$ cat src/rtl/irq_deact_pkg.sv
package irq_deact_pkg;

  typedef enum logic [1:0] {
    GRP_G0   = 2'd0,
    GRP_G1S  = 2'd1,
    GRP_G1NS = 2'd2,
    GRP_RSVD = 2'd3
  } grp_e;

  typedef struct packed {
    logic clrLocal;
    logic reqDist;
  } deact_stb_t;

endpackage

$ cat src/rtl/irq_deact_ctrl.sv
module irq_deact_ctrl
  import irq_deact_pkg::*;
#(
  parameter int DATA_W  = 32,
  parameter int ID_W    = 24,
  parameter int LOCAL_N = 32,
  parameter int NUM_IRQ = 256
) (
  input  logic              wrEn,
  input  logic [DATA_W-1:0] wrData,
  input  grp_e              grp,
  input  logic              secDisable,
  input  logic [1:0]        excLevel,
  input  logic              curSecure,
  input  logic              splitEoi,
  input  logic              el3FiqRoute,
  input  logic              el3IrqRoute,
  input  logic              el2FiqRoute,
  input  logic              el2IrqRoute,
  output logic [ID_W-1:0]   wrId,
  output deact_stb_t        stb
);
  localparam logic [ID_W-1:0] NUM_ID   = ID_W'(NUM_IRQ);
  localparam logic [ID_W-1:0] LOCAL_ID = ID_W'(LOCAL_N);

  logic isGrp0, isSecIrq, inRange, allowed, fire;

  assign wrId     = wrData[ID_W-1:0];
  assign inRange  = wrId < NUM_ID;
  assign isGrp0   = (grp == GRP_G0);
  assign isSecIrq = !secDisable && (grp != GRP_G1NS);

  always_comb begin
    allowed = 1'b0;
    if (grp != GRP_RSVD) begin
      unique case (excLevel)
        2'd3: allowed = 1'b1;
        2'd2: allowed = (secDisable && isGrp0 && !el3FiqRoute) ||
                        (!isSecIrq && !isGrp0 && !el3IrqRoute);
        2'd1: begin
          if (!curSecure)
            allowed = (secDisable && isGrp0 && !el3FiqRoute && !el2FiqRoute) ||
                      (!isSecIrq && !isGrp0 && !el3IrqRoute && !el2IrqRoute);
          else
            allowed = (isGrp0 && !el3FiqRoute) ||
                      (!isGrp0 && (!isSecIrq || !secDisable) && !el3IrqRoute);
        end
        default: allowed = 1'b0;
      endcase
    end
  end

  assign fire         = wrEn && splitEoi && inRange && allowed;
  assign stb.clrLocal = fire && (wrId <  LOCAL_ID);
  assign stb.reqDist  = fire && (wrId >= LOCAL_ID);

endmodule

$ cat src/rtl/irq_deact_datapath.sv
module irq_deact_datapath
  import irq_deact_pkg::*;
#(
  parameter int ID_W    = 24,
  parameter int LOCAL_N = 32
) (
  input  logic               clk,
  input  logic               rstN,
  input  deact_stb_t         stb,
  input  logic [ID_W-1:0]    wrId,
  input  logic [LOCAL_N-1:0] localActSet,
  output logic [LOCAL_N-1:0] localActive,
  output logic               distClrValid,
  output logic [ID_W-1:0]    distClrId
);
  localparam int LIDX_W = $clog2(LOCAL_N);

  logic [LIDX_W-1:0] localIdx;
  assign localIdx = wrId[LIDX_W-1:0];

  for (genvar b = 0; b < LOCAL_N; b++) begin : g_act
    logic clrHit;
    assign clrHit = stb.clrLocal && (localIdx == LIDX_W'(b));
    always_ff @(posedge clk) begin
      if (!rstN)                localActive[b] <= 1'b0;
      else if (clrHit)          localActive[b] <= 1'b0;
      else if (localActSet[b])  localActive[b] <= 1'b1;
    end
  end

  always_ff @(posedge clk) begin
    if (!rstN) begin
      distClrValid <= 1'b0;
      distClrId    <= '0;
    end else begin
      distClrValid <= stb.reqDist;
      if (stb.reqDist) distClrId <= wrId;
    end
  end

endmodule

$ cat src/rtl/irq_deact_gate.sv
module irq_deact_gate
  import irq_deact_pkg::*;
#(
  parameter int DATA_W  = 32,
  parameter int ID_W    = 24,
  parameter int LOCAL_N = 32,
  parameter int NUM_IRQ = 256
) (
  input  logic               clk,
  input  logic               rstN,
  input  logic               wrEn,
  input  logic [DATA_W-1:0]  wrData,
  input  logic [1:0]         intGroup,
  input  logic               secDisable,
  input  logic [1:0]         excLevel,
  input  logic               curSecure,
  input  logic               splitEoi,
  input  logic               el3FiqRoute,
  input  logic               el3IrqRoute,
  input  logic               el2FiqRoute,
  input  logic               el2IrqRoute,
  input  logic [LOCAL_N-1:0] localActSet,
  output logic [LOCAL_N-1:0] localActive,
  output logic               distClrValid,
  output logic [ID_W-1:0]    distClrId
);
  deact_stb_t      stb;
  logic [ID_W-1:0] wrId;

  irq_deact_ctrl #(
    .DATA_W(DATA_W), .ID_W(ID_W), .LOCAL_N(LOCAL_N), .NUM_IRQ(NUM_IRQ)
  ) u_ctrl (
    .wrEn(wrEn), .wrData(wrData), .grp(grp_e'(intGroup)),
    .secDisable(secDisable), .excLevel(excLevel), .curSecure(curSecure),
    .splitEoi(splitEoi), .el3FiqRoute(el3FiqRoute), .el3IrqRoute(el3IrqRoute),
    .el2FiqRoute(el2FiqRoute), .el2IrqRoute(el2IrqRoute),
    .wrId(wrId), .stb(stb)
  );

  irq_deact_datapath #(
    .ID_W(ID_W), .LOCAL_N(LOCAL_N)
  ) u_dp (
    .clk(clk), .rstN(rstN), .stb(stb), .wrId(wrId),
    .localActSet(localActSet), .localActive(localActive),
    .distClrValid(distClrValid), .distClrId(distClrId)
  );

endmodule

$ cat config.mk
export PLATFORM = sky130hd
export DESIGN_NAME = irq_deact_gate
export DESIGN_NICKNAME = d
export VERILOG_FILES = /design/src/rtl/irq_deact_pkg.sv /design/src/rtl/irq_deact_ctrl.sv /design/src/rtl/irq_deact_datapath.sv /design/src/rtl/irq_deact_gate.sv
export SDC_FILE = /design/constraint.sdc
export NUM_CORES = 1
export LEC_CHECK = 0
export ABC_AREA = 1
export BUFFER_PORTS_ARGS = -buffer_cell sky130_fd_sc_hd__buf_2
export CORE_UTILIZATION = 44
export CTS_CLUSTER_SIZE = 10
export DETAILED_ROUTE_END_ITERATION = 10
export PLACE_DENSITY = 0.8
export SYNTH_ARGS = -nofsm -noshare
export SYNTH_HDL_FRONTEND = slang
export SYNTH_SLANG_ARGS = --single-unit
$ cat constraint.sdc
create_clock -name clk -period 1.3 [get_ports clk]
set_input_delay 0.065 -clock clk [delete_from_list [all_inputs] [get_ports clk]]
set_output_delay 0.065 -clock clk [all_outputs]
set_load 0.01 [all_outputs]
==> Word-level counts from Yosys, hierarchy flattened <==
Cells that the tools add are included.
{ "classes": {"addsub": 0, "bitwise_logic": 1, "magnitude_cmp": 3, "eq_ne": 36, "n_mux": 3, "n_shift": 0, "n_reduce_logical": 92, "mul": 0, "div_mod_pow": 0} }
{ "ops": {"columns": ["operator", "n"], "rows": [
  ["$eq 5x5->1 const B", 16],
  ["$reduce_or 2->1", 32],
  ["$logic_and 1x1->1", 47],
  ["$eq 5x4->1 const B", 8],
  ["$ge 24x6->1 const B", 1],
  ["$lt 24x6->1 const B", 1],
  ["$lt 24x9->1 const B", 1],
  ["$eq 5x3->1 const B", 4],
  ["$eq 5x2->1 const B", 2],
  ["$logic_not 1->1", 7],
  ["$eq 5x1->1 const B", 1],
  ["$logic_not 5->1", 1],
  ["$eq 2x2->1 const B", 2],
  ["$logic_or 1x1->1", 4],
  ["$ne 2x2->1 const B", 2],
  ["$pmux 1 s3", 1],
  ["$eq 2x1->1 const B", 1],
  ["$logic_not 2->1", 1],
  ["$mux 1", 2],
  ["$not 1->1", 1]
]} }
{ "word_totals": {"out_inout_bits": 57, "inputBits": 78, "memories": 0, "latch_bits": 0, "rom_bits": 0, "wordCells": 169, "ramBits": 0, "reg_bits": 57} }

==> Logic depth before layout (Yosys ltp) <==
Gate-level depths: netlist (run 1).
{ "logic_depth": {"ltp_word": 14, "ltp_mapped": 12, "depth_no_buf": 11} }

==> Cells and area by module <==
A second synthesis (run 1) with hierarchy kept.
{ "unflattened": {"cells_unflattened": 380, "area_unflattened_um2": 2622.5} }
{ "modules_own_cells": {"columns": ["module", "seq_area_each_um2", "area_per_inst_um2", "cells_per_inst", "n_inst"], "rows": [
  ["irq_deact_datapath", 1141.1, 2238.4, 308, 1],
  ["irq_deact_ctrl", 0.0, 384.1, 72, 1]
]} }

==> Worst setup path before layout (run 1) <==
Ideal clock, no wire load.
{ "synth_timing": {"kind": "input to register", "start": "input wrData[20]", "end": "register u_dp.localActive[23]", "setup_ps": 120, "required_ps": 1180, "setup_slack_ps": 121, "cell_stages": 9, "n_path_buf": 1, "arrival_time_ps": 1059, "path_cell_list": "nor2_1 nand2_1 nor2_4 nand3_4 nor2_8 nand2_2 nor2_4 buf_4 a21oi_1"} }
{ "synth_via": {"elab_chain_cells": 6, "elab_cells_between_ends": 7, "cone_classes": "order compare (2); reduce/logical (5)"} }
{ "synth_rtl": {"columns": ["item", "line", "source"], "rows": [
  ["start, declared", "irq_deact_gate.sv:12", "input logic [DATA_W-1:0] wrData,"],
  ["$lt 24x9->1", "irq_deact_ctrl.sv:29", "assign inRange = wrId < NUM_ID;"],
  ["$logic_and 1x1->1 (2 in a row)", "irq_deact_ctrl.sv:53", "assign fire = wrEn && splitEoi && inRange && allowed;"],
  ["$logic_and 1x1->1 *", "irq_deact_ctrl.sv:54", "assign stb.clrLocal = fire && (wrId < LOCAL_ID);"],
  ["$logic_and 1x1->1 *", "irq_deact_datapath.sv:23", "assign clrHit = stb.clrLocal && (localIdx == LIDX_W'(b));"],
  ["$reduce_or 2->1 (no line) *", null, null],
  ["end signal, assigned by index", "irq_deact_datapath.sv:25", "if (!rstN) localActive[b] <= 1'b0;"],
  ["end signal, assigned by index", "irq_deact_datapath.sv:26", "else if (clrHit) localActive[b] <= 1'b0;"],
  ["end signal, assigned by index", "irq_deact_datapath.sv:27", "else if (localActSet[b]) localActive[b] <= 1'b1;"],
  ["end, declared", "irq_deact_datapath.sv:12", "output logic [LOCAL_N-1:0] localActive,"]
]} }
Mark *: on every way between the ends. The rest lies on a longest branch, timed or not.
A chain may end at the register's enable or synchronous reset.

==> Final worst setup path (run 1) <==
{ "layout_timing": {"start": "input wrData[23]", "end": "register u_dp.localActive[27]"} }
Same word-level chain as after synthesis.

==> summary.md, run 1 <==
| Metric | Value |
|---|---|
| Total CTS buffers | `9` |
| WHS Endpoint | `u_dp.localActive[22]` |
| VDD IR-drop max | `739 uV` |
| Arrival @ worst endpoint | `1.23 ns` |
| Chip width | `76.0 um` |
| Clock Latency Late Sink | `0.32 ns` |
| Worst r2r dst | `u_dp.localActive[7]` |
| CTS Buffer Depth | `2` |
| Status | `completed` |
| Die area | `5770 um2` |
| Total power | `3.70 mW` |
| Core footprint | `5200 um2` |
| Worst r2r path cells | `2` |
| Hold Crit Class | `in2reg` |
| IO Port Bufs | `126` |
| Vias per std cell | `4.71` |
| Commonest cells after routing, fill and taps aside | `buf_2 (126), dfxtp_1 (57), inv_1 (48)` |
| Number of diodes | `0` |
| Time the worst path needs with I/O delays and setup | `1.02 ns` |
| Hold slack | `0.00600 ns` |
| Die height | `76.0 um` |
| Worst Max-Slew Pin Slew | `0.323 ns` |
| PwrDens | `1080 nW/um2` |
| Hold_sp | `localActSet[22]` |
| Setup violators final | `0` |
| Ratio of cells with drive above 1 in the final layout | `34.4%` |
| Clk_skew | `0 ns` |
| Syn Inst Count | `325` |
| Layout area overhead | `42.6%` |
| Period utilization | `78.3%` |
| Worst R2R Start | `u_dp.localActive[7]` |
| Clock sinks | `57` |
| CTS tree | `yes` |
| Via count of the first global-routing pass | `2454` |
| Worst-path clk slew | `0.07 ns` |
| WP data required | `1.51 ns` |
| # DRC | `0` |
| Leakage | `1.84 nW` |
| Post-route antenna net violation count | `0` |
| First-pass GRT wire length | `10700 um` |
| CTS root buffer | `clkbuf_8` |
| Crit Path Category | `in2reg` |
| Fin util | `66.0%` |
| Slew headroom | `78.4%` |
| Synthesized area | `2410 um2` |
| Yosys reg bits | `57` |
| Post-CTS Setup Bufs | `0` |
| Yosys cell types | `22` |
| H-tree depth | `3` |
| Initial antenna violation count | `0` |
| Vias | `2560` |
| Final hold violation count | `0` |
| Routed WL | `6290 um` |
| Starting DRT DRC Count | `80` |
| Startpoint type of the worst setup path | `primary input` |
| Mapped Nets | `403` |
| Worst Setup End Kind | `register` |
| Non-Filler Instances | `544` |
| Pre-antenna DRT Iters | `5` |
| Final slew viol count | `0` |
| Worst Hold Path Cells | `3` |
| Peak Freq | `982 MHz` |
| Gr usage total | `23.2%` |
| I/O Pins | `135` |
| Hpwl dp | `4390 um` |
| Post-layout nets | `548` |
| Syn_area_per_cell | `7.41 um2` |
| Crit. Startpoint | `wrData[23]` |
| GRT Residual Overflow | `0` |
| Max-cap violation count | `0` |
| Placed Instances | `517` |
| Ys Warns | `0` |
| WL/cell | `11.6 um` |
| # resized after CTS | `0` |
| Sequential element share of the synthesized area | `47.4%` |
| Gpl congestion | `0.782` |
| Initial core utilization | `46.3%` |
| RSZ-0062 raised after global routing | `no` |
| Most common cell after layout, fill and taps aside | `buf_2` |
| Max FO, Critical Path | `32` |
| Pin count of the biggest net entering global routing | `58` |
| Row Count | `26` |
| R2r setup slk | `0.54 ns` |
## cell families (layout without fill, tap and decap cells)
| kind of cell | Yosys count | in the layout | share of synthesized area [%] |
|---|---|---|---|
| AND/OR/NAND/NOR | 134 | 134 | 26.8 |
| flip-flops | 57 | 57 | 47.4 |
| AO/OA/AOI/OAI | 68 | 68 | 14.6 |
| buffers and inverters | 66 | 215 | 11.2 |
## Yosys cell counts
library cell | count | share of area, %
nand3_1 | 21 | 4.4
nand4_1 | 9 | 2.3
clkinv_1 | 1 | 0.16
buf_6 | 1 | 0.47
buf_1 | 2 | 0.31
nand2_1 | 38 | 5.9
nor2_2 | 1 | 0.26
nand3_4 | 2 | 1.5
nand3_2 | 1 | 0.42
a21oi_4 | 1 | 0.68
nand2_2 | 2 | 0.52
nor3_1 | 11 | 2.3
buf_4 | 4 | 1.2
nor2_4 | 3 | 1.4
inv_1 | 48 | 7.5
clkbuf_1 | 7 | 1.1
dfxtp_1 | 57 | 47
o21ai_0 | 33 | 6.9
nor2_8 | 1 | 0.83
nor2_1 | 45 | 7.0
inv_2 | 3 | 0.47
a21oi_1 | 34 | 7.1
## worst max-delay path by stage
| stage | endpoint | slack (ns) |
|---|---|---|
| 2_1_floorplan | u_dp.localActive[23] | 0.12 |
| 3_3_place_gp | u_dp.distClrId[2] | -0.04 |
| 3_5_place_dp | u_dp.distClrId[2] | -0.07 |
| 4_1_cts | u_dp.distClrId[2] | 0.28 |
| 5_1_grt | u_dp.distClrId[1] | 0.08 |
| 6_report | u_dp.localActive[27] | 0.28 |
## per-layer routing
layer	GRT usage [%]	vias to the layer above	share of wire, %
met5	0	-	0
met4	10.2	0	1.2
met3	6.35	9	6.1
met2	41.0	79	50
met1	26.1	1138	43
li1	-	1334	-
## flip-flops by register name (all words and copies together) (netlist names)
register,flops
u_dp.localActive,32
u_dp.distClrId,24
u_dp.distClrValid,1
## cell type report
| cell class | instances | area, um2 |
|---|---|---|
| well taps | 70 | 87.6 |
| flip-flops and latches | 57 | 1140 |
| multi-input cells | 202 | 997 |
| repair buffers | 148 | 851 |
| clock inverters | 3 | 17.5 |
| fillers | 472 | 1770 |
| inverters | 52 | 195 |
| clock buffers | 12 | 145 |
## worst max-delay path: stages
cell	delay [ns]
buf_2	0.10
nor2_1	0.10
nand2_1	0.09
nor2_4	0.16
nand3_4	0.11
nor2_8	0.15
nand2_2	0.07
nor2_4	0.10
buf_12	0.18
a21oi_1	0.09
## report_power, final
part | switching (mW) | leakage, nW | internal [mW] | total [mW]
Clock | 0.662 | 0.0822 | 0.726 | 1.39
Sequential | 0.0319 | 0.470 | 1.82 | 1.85
Combinational | 0.250 | 1.29 | 0.216 | 0.466
## what timing repair did
item / in CTS / in global routing
hold buffers: 12 / 0
hold endpoints to repair: 12 / 0
endpoints found under the setup margin: 0 / 0
## stage by stage
step / TNS (ns) / cell area [um2] / setup WS [ns]
CTS: 0 / 3430 / 0.285
finish: 0 / 3430 / 0.282
global route: 0 / 3430 / 0.0817
floorplan: 0 / 2410 / 0.121
global placement: -1.03 / 3150 / -0.0360
detailed placement: -2.33 / 3150 / -0.0663
Power figures use the tool's default switching activity.
==> run 2: changes to the inputs <==
- ABC_AREA: 1 -> 0
- CORE_UTILIZATION: 44 -> 37
- PLACE_DENSITY: 0.8 -> 0.75
- clock period: 1.3 -> 0.9 ns (I/O delays scaled with it)
==> run 2 against run 1 <==
- critical path type unchanged
- sequential power grew 45%
- setup slack lost 0.78 ns
- synthesized area shrank 15%
- final area grew 14%
- register-to-register slack lost 0.40 ns
- critical endpoint is now u_dp.distClrId[13]
- the flow now finishes with violations (negative setup slack)
- clock skew is the same
==> summary.md, run 2 <==
| Metric | Value |
|---|---|
| Status | `finished, violations left` |
| Failing checks | `negative setup slack` |
| Post-layout nets | `488` |
| PwrDens | `1480 nW/um2` |
| Vias per std cell | `5.05` |
| Chip width | `76.4 um` |
| # DRC | `0` |
| Max stage delay on crit path | `0.48 ns` |
| Top cell type's share of synthesized area | `55.7%` |
| Syn Inst Count | `220` |
| Highest metal layer with signal wires | `met4` |
| Max reg flops | `32` |
| Worst Setup End Kind | `register` |
| VDD IR-drop max | `1050 uV` |
| Max FO, Critical Path | `12` |
| Final slew viol count | `0` |
| Crit Path Category | `in2reg` |
| Routed WL | `7410 um` |
| CTS Buffer Depth | `2` |
| Commonest cells after routing, fill and taps aside | `buf_2 (116), dfxtp_1 (56), o21ai_0 (33), a21oi_2 (33), dlygate4sd3_1 (26)` |
| Gpl congestion | `0.782` |
| CTS root buffer | `clkbuf_8` |
| Ys Warns | `0` |
| Slew headroom | `68.9%` |
| GRT Residual Overflow | `0` |
| IO Port Bufs | `126` |
| Initial core utilization | `39.4%` |
| Time the worst path needs with I/O delays and setup | `1.40 ns` |
| WL/cell | `15.3 um` |
| Largest regs | `u_dp.localActive x32, u_dp.distClrId x24, u_dp.distClrValid x1` |
| Total power | `5.81 mW` |
| Pre-antenna DRT Iters | `4` |
| Post-synth top area cell | `dfxtp_1` |
| Sequential element share of the synthesized area | `55.7%` |
| Post-route antenna net violation count | `0` |
| First-pass GRT wire length | `11900 um` |
| Clock sinks | `57` |
| Hold Crit Class | `in2reg` |
| Metal2 WL | `3760 um` |
| Ratio of cells with drive above 1 in the final layout | `55.7%` |
| CTS tree | `yes` |
| Placed Instances | `430` |
| Area contributors post-synth | `dfxtp_1 (56%), a21oi_1 (8.1%), o21ai_0 (8.1%), and3_1 (5.2%), mux2i_1 (3.9%)` |
| Hold slack | `0.00677 ns` |
| Setup TNS | `-23.92 ns` |
| Yosys cell types | `28` |
| Starting DRT DRC Count | `103` |
| Critical path, cell by cell | `buf_2, nor4_4, o21a_1, nand3_4, or4_4, buf_12, and3_1` |
| Setup violators final | `57` |
| Fin worst setup slack | `-0.501 ns` |
| Mapped Nets | `298` |
| Arrival @ worst endpoint | `1.62 ns` |
| Most common cell after layout, fill and taps aside | `buf_2` |
| I/O Pins | `135` |
| H-tree depth | `3` |
| Core footprint | `5200 um2` |
| Period utilization | `156%` |
| Worst-path clk slew | `0.06 ns` |
| Post-synth ARST share | `0%` |
| Max-cap violation count | `0` |
| Die area | `5840 um2` |
| Fin util | `75.4%` |
| EDFF count, synth | `0` |
| Vias | `2448` |
| Peak Freq | `714 MHz` |
| Gr usage total | `26.3%` |
| Yosys reg bits | `57` |
| Final hold violation count | `0` |
| Clock Latency Late Sink | `0.32 ns` |
| Total CTS buffers | `9` |
| Leakage | `1.87 nW` |
| Hpwl dp | `4230 um` |
| Worst r2r path cells | `2` |
| Worst Max-Slew Pin Slew | `0.465 ns` |
| Clk_skew | `0 ns` |
| Die height | `76.4 um` |
| Row Count | `26` |
| Number of diodes | `0` |
| Top-count cell post-synth | `dfxtp_1` |
| Startpoint type of the worst setup path | `primary input` |
| Initial antenna violation count | `0` |
| Top_reg_cell synth | `dfxtp_1` |
| Wl on met1 | `2990 um` |
| Layout area overhead | `91.6%` |
| WP data required | `1.12 ns` |
| Via count of the first global-routing pass | `2497` |
| Slowest stage cell on the critical path | `or4_4` |
| Worst Hold Path Cells | `3` |
| Syn_area_per_cell | `9.31 um2` |
| Commonest cells in the netlist | `dfxtp_1 (57), a21oi_1 (33), o21ai_0 (33), nand2_1 (20), and3_1 (17)` |
| RSZ-0062 raised after global routing | `yes` |
| Synthesized area | `2050 um2` |
| Biggest register | `u_dp.localActive` |
| Metal3 WL | `400 um` |
| Pin count of the biggest net entering global routing | `34` |
| Non-Filler Instances | `485` |
## run 2: changes by cell type after synthesis, moves of 5 or more
cell / previous run / this run
nand3_1: 21 / 3
nor2_1: 45 / 7
and3_1: 0 / 17
nor4_1: 0 / 6
nand4_1: 9 / 0
mux2i_1: 0 / 8
nand2_1: 38 / 20
inv_1: 48 / 1
nor3_1: 11 / 6
## run 2: worst max-delay path: cells and delay by family
| kind | cells | cell delay (ns) |
|---|---|---|
| simple gates | 4 | 1.04 |
| buf+inv | 2 | 0.29 |
| compound gates | 1 | 0.24 |
## run 2: final cells by class
type / count / area [um2]
clock buffer: 13 / 149
clock inverter: 3 / 40.0
fill: 357 / 1280
inverter: 1 / 3.75
multi-input combinational: 152 / 1150
sequential: 57 / 1140
tap: 70 / 87.6
timing repair buffer: 189 / 1360
## run 2: power breakdown
group / leakage [nW] / internal (mW) / switching [mW]
sequential: 0.470 / 2.63 / 0.0497
clock: 0.0974 / 1.35 / 0.935
combinational: 1.31 / 0.452 / 0.395
## run 2: cell families (layout without fill, tap and decap cells)
group | after synthesis | after routing | synth area share (%)
and+or+nand+nor | 73 | 73 | 19.3
AOI/OAI and AO/OA | 70 | 70 | 18.0
DFF | 57 | 57 | 55.7
muxes | 9 | 9 | 4.46
buffers and inverters | 11 | 206 | 2.50
## run 2: worst paths after layout
kind,start,slack [ns],endpoint
worst max-delay path,wrData[12],-0.50,u_dp.distClrId[13]
worst min-delay path,localActSet[14],0.007,u_dp.localActive[14]
worst max register to register,u_dp.localActive[4],0.14,u_dp.localActive[4]
worst min register to register,u_dp.distClrId[1],0.45,u_dp.distClrId[1]
## run 2: what timing repair did
item / 4_1_cts / 5_1_grt
endpoints found under the setup margin: 57 / 58
pin swaps: 19 / 13
setup buffers: 6 / 6
hold buffers: 26 / 0
resized for setup: 51 / 32
hold endpoints to repair: 26 / 0
cloned: 0 / 2
## run 2: metrics by stage
step	setup WS, ns	cell area (um2)
2_1_floorplan	-0.689	2090
3_3_place_gp	-1.01	2980
3_5_place_dp	-1.11	2980
4_1_cts	-0.429	3710
5_1_grt	-0.551	3930
6_report	-0.501	3930
## run 2: layer usage
layer	vias to the layer above	track usage (%)
li1	1167	-
met1	1156	29.5
met2	101	45.3
met3	24	6.71
met4	0	14.4
met5	-	0
==> run 3: changes to the inputs <==
- CORE_ASPECT_RATIO: unset -> 0.6
- REMOVE_ABC_BUFFERS: unset -> 1
==> run 3 against run 2 <==
- the flow finishes with violations (design-rule violations, negative setup slack)
- sequential share of layout area increased by 0.64 points
- combinational power decreased by 1%
- final area fell by 1.9%
- cell count down 2.1%
- die area increased by 0.17%
- maximum frequency is 2.7% higher
- clock skew did not move
- routed wire length down 2.6%
- critical path depth stayed put
- largest cell class unchanged
==> summary.md, run 3 (synthesized netlist as in run 2, its figures left out) <==
| Metric | Value |
|---|---|
| Delay-heaviest family, CP | `simple AND/OR/NAND/NOR gates` |
| First-pass GRT wire length | `10900 um` |
| Max stage delay on crit path | `0.44 ns` |
| Initial antenna violation count | `0` |
| Vias per std cell | `4.99` |
| IO Port Bufs | `126` |
| Core footprint | `5180 um2` |
| Hpwl dp | `4370 um` |
| VDD IR-drop max | `792 uV` |
| Gate power share | `14.8%` |
| WL/cell | `15.2 um` |
| Routed WL | `7210 um` |
| WHS Endpoint | `u_dp.localActive[14]` |
| Failing checks | `design-rule violations, negative setup slack` |
| Leakage | `1.83 nW` |
| Status | `finished, violations left` |
| CTS root buffer | `clkbuf_8` |
| Filler cell count | `361` |
| FF/Latch Area | `1140 um2` |
| Worst-path clk slew | `0.07 ns` |
| Placed Instances | `417` |
| Worst Max-Slew Pin Slew | `0.452 ns` |
| Ratio of cells with drive above 1 in the final layout | `56.0%` |
| Starting DRT DRC Count | `79` |
| Period utilization | `152%` |
| Finished Cell Area | `3850 um2` |
| Total power | `5.65 mW` |
| # DRC | `9` |
| Initial core utilization | `39.5%` |
| Sw Share | `25.7%` |
| Critical path, cell by cell | `buf_6, nor4_4, o2111a_2, nand3_4, or4_4, buf_12, and3_1` |
| Die area | `5850 um2` |
| Worst r2r path cells | `2` |
| Max FO, Critical Path | `24` |
| Clk_skew | `0 ns` |
| CTS Buffer Depth | `2` |
| Post-route antenna net violation count | `0` |
| Max-cap violation count | `0` |
| Slew headroom | `69.8%` |
| Post-layout nets | `482` |
| Chip width | `98.1 um` |
| Arrival @ worst endpoint | `1.59 ns` |
| PwrDens | `1470 nW/um2` |
| Multi-input logic area | `1160 um2` |
| Fin worst setup slack | `-0.464 ns` |
| Hold Crit Class | `in2reg` |
| Total CTS buffers | `9` |
| Worst Setup End Kind | `register` |
| R2r setup slk | `0.13 ns` |
| Final slew viol count | `0` |
| Worst Hold Path Cells | `3` |
| Pin count of the biggest net entering global routing | `66` |
| Crit Path Category | `in2reg` |
| Peak Freq | `733 MHz` |
| GRT Residual Overflow | `0` |
| Setup violators final | `57` |
| Final hold violation count | `0` |
| Layout area overhead | `87.9%` |
| H-tree depth | `3` |
| Place WS | `-1.18 ns` |
| Max reg flops | `32` |
| Non-Filler Instances | `475` |
| Clock Latency Late Sink | `0.33 ns` |
| Die height | `59.6 um` |
| Fin util | `74.3%` |
| Pint | `4.20 mW` |
| Clock power frac | `37.8%` |
| Commonest cells after routing, fill and taps aside | `buf_2 (117), dfxtp_1 (54), a21oi_2 (33)` |
| Sw Pwr | `1.45 mW` |
| RSZ-0062 raised after global routing | `yes` |
| Worst R2R Start | `u_dp.localActive[1]` |
| Hold_sp | `localActSet[14]` |
| I/O Pins | `135` |
| WP data required | `1.13 ns` |
| Slowest stage cell on the critical path | `or4_4` |
| Number of diodes | `0` |
| Most common cell after layout, fill and taps aside | `buf_2` |
| Worst r2r dst | `u_dp.localActive[1]` |
| Gr usage total | `24.8%` |
| Via count of the first global-routing pass | `2280` |
| Startpoint type of the worst setup path | `primary input` |
| Seq pwr share | `47.4%` |
| Gpl congestion | `0.788` |
| Biggest register | `u_dp.localActive` |
| Clock sinks | `57` |
| WP buf/inv | `2` |
| Vias | `2368` |
| Placed Instance Area | `2850 um2` |
| Row Count | `20` |
| Largest regs | `u_dp.localActive x32, u_dp.distClrId x24, u_dp.distClrValid x1` |
| CTS tree | `yes` |
| Time the worst path needs with I/O delays and setup | `1.36 ns` |
| Pre-antenna DRT Iters | `8` |
-- run 3: cell types whose count changed in the layout (fill, tap and decap cells not counted), sizes merged --
cell         delta
clkinv          +1
dlygate4sd3     +4
clkbuf          -3
clkinvlp        +2
buf             -9
bufinv          -1
-- run 3: final cells by class --
cell class	count	area share (%)
clock buffer	11	3.93
tap	66	2.15
timing repair buffer	183	33.2
clock inverter	5	0.780
multi-input combinational	152	30.1
sequential	57	29.7
inverter	1	0.0975
-- run 3: what timing repair did --
action	4_1_cts	5_1_grt
setup endpoints to repair	56	60
buffers inserted	7	5
hold endpoints to repair	30	0
cloned	0	0
resized for setup	65	23
hold buffers	30	0
pin swaps	24	6
-- run 3: worst register-to-register path: stages (launching register included) --
cell and delay (ns):
dfxtp_2 0.32, o21ai_0 0.28, a21oi_2 0.05
-- run 3: worst max path at each step --
stage | start | cells past startpoint | to
floorplan | el2FiqRoute | 5 | u_dp.distClrId[10]
global placement | wrData[8] | 6 | u_dp.localActive[27]
detailed placement | wrData[14] | 6 | u_dp.localActive[11]
CTS | wrData[8] | 7 | u_dp.distClrId[14]
global route | wrData[8] | 7 | u_dp.distClrId[11]
finish | wrData[8] | 7 | u_dp.distClrId[10]
-- run 3: through the flow --
stage                     hold WS (ns)  TNS (ns)
after detailed placement         0.314    -54.11
after floorplan                  0.167    -37.99
after CTS                      0.00316    -18.65
final                          0.00159    -21.66
after global placement           0.303    -48.52
after global routing            0.0193    -23.46
-- run 3: layer usage --
layer	GRT usage [%]	up-vias	wire length, um
li1	-	1160	-
met4	9.09	0	103
met3	9.43	12	527
met1	28.6	1092	3050
met5	0	-	0
met2	43.0	104	3520
-- run 3: power by group through the flow --
stage | Sequential (mW) | Clock, mW | Combinational, mW
after CTS | 2.67 | 2.18 | 0.770
after global routing | 2.68 | 2.31 | 0.900
final | 2.68 | 2.14 | 0.835
after floorplan | 2.77 | 0 | 0.140
after detailed placement | 2.73 | 0 | 0.559
after global placement | 2.73 | 0 | 0.547
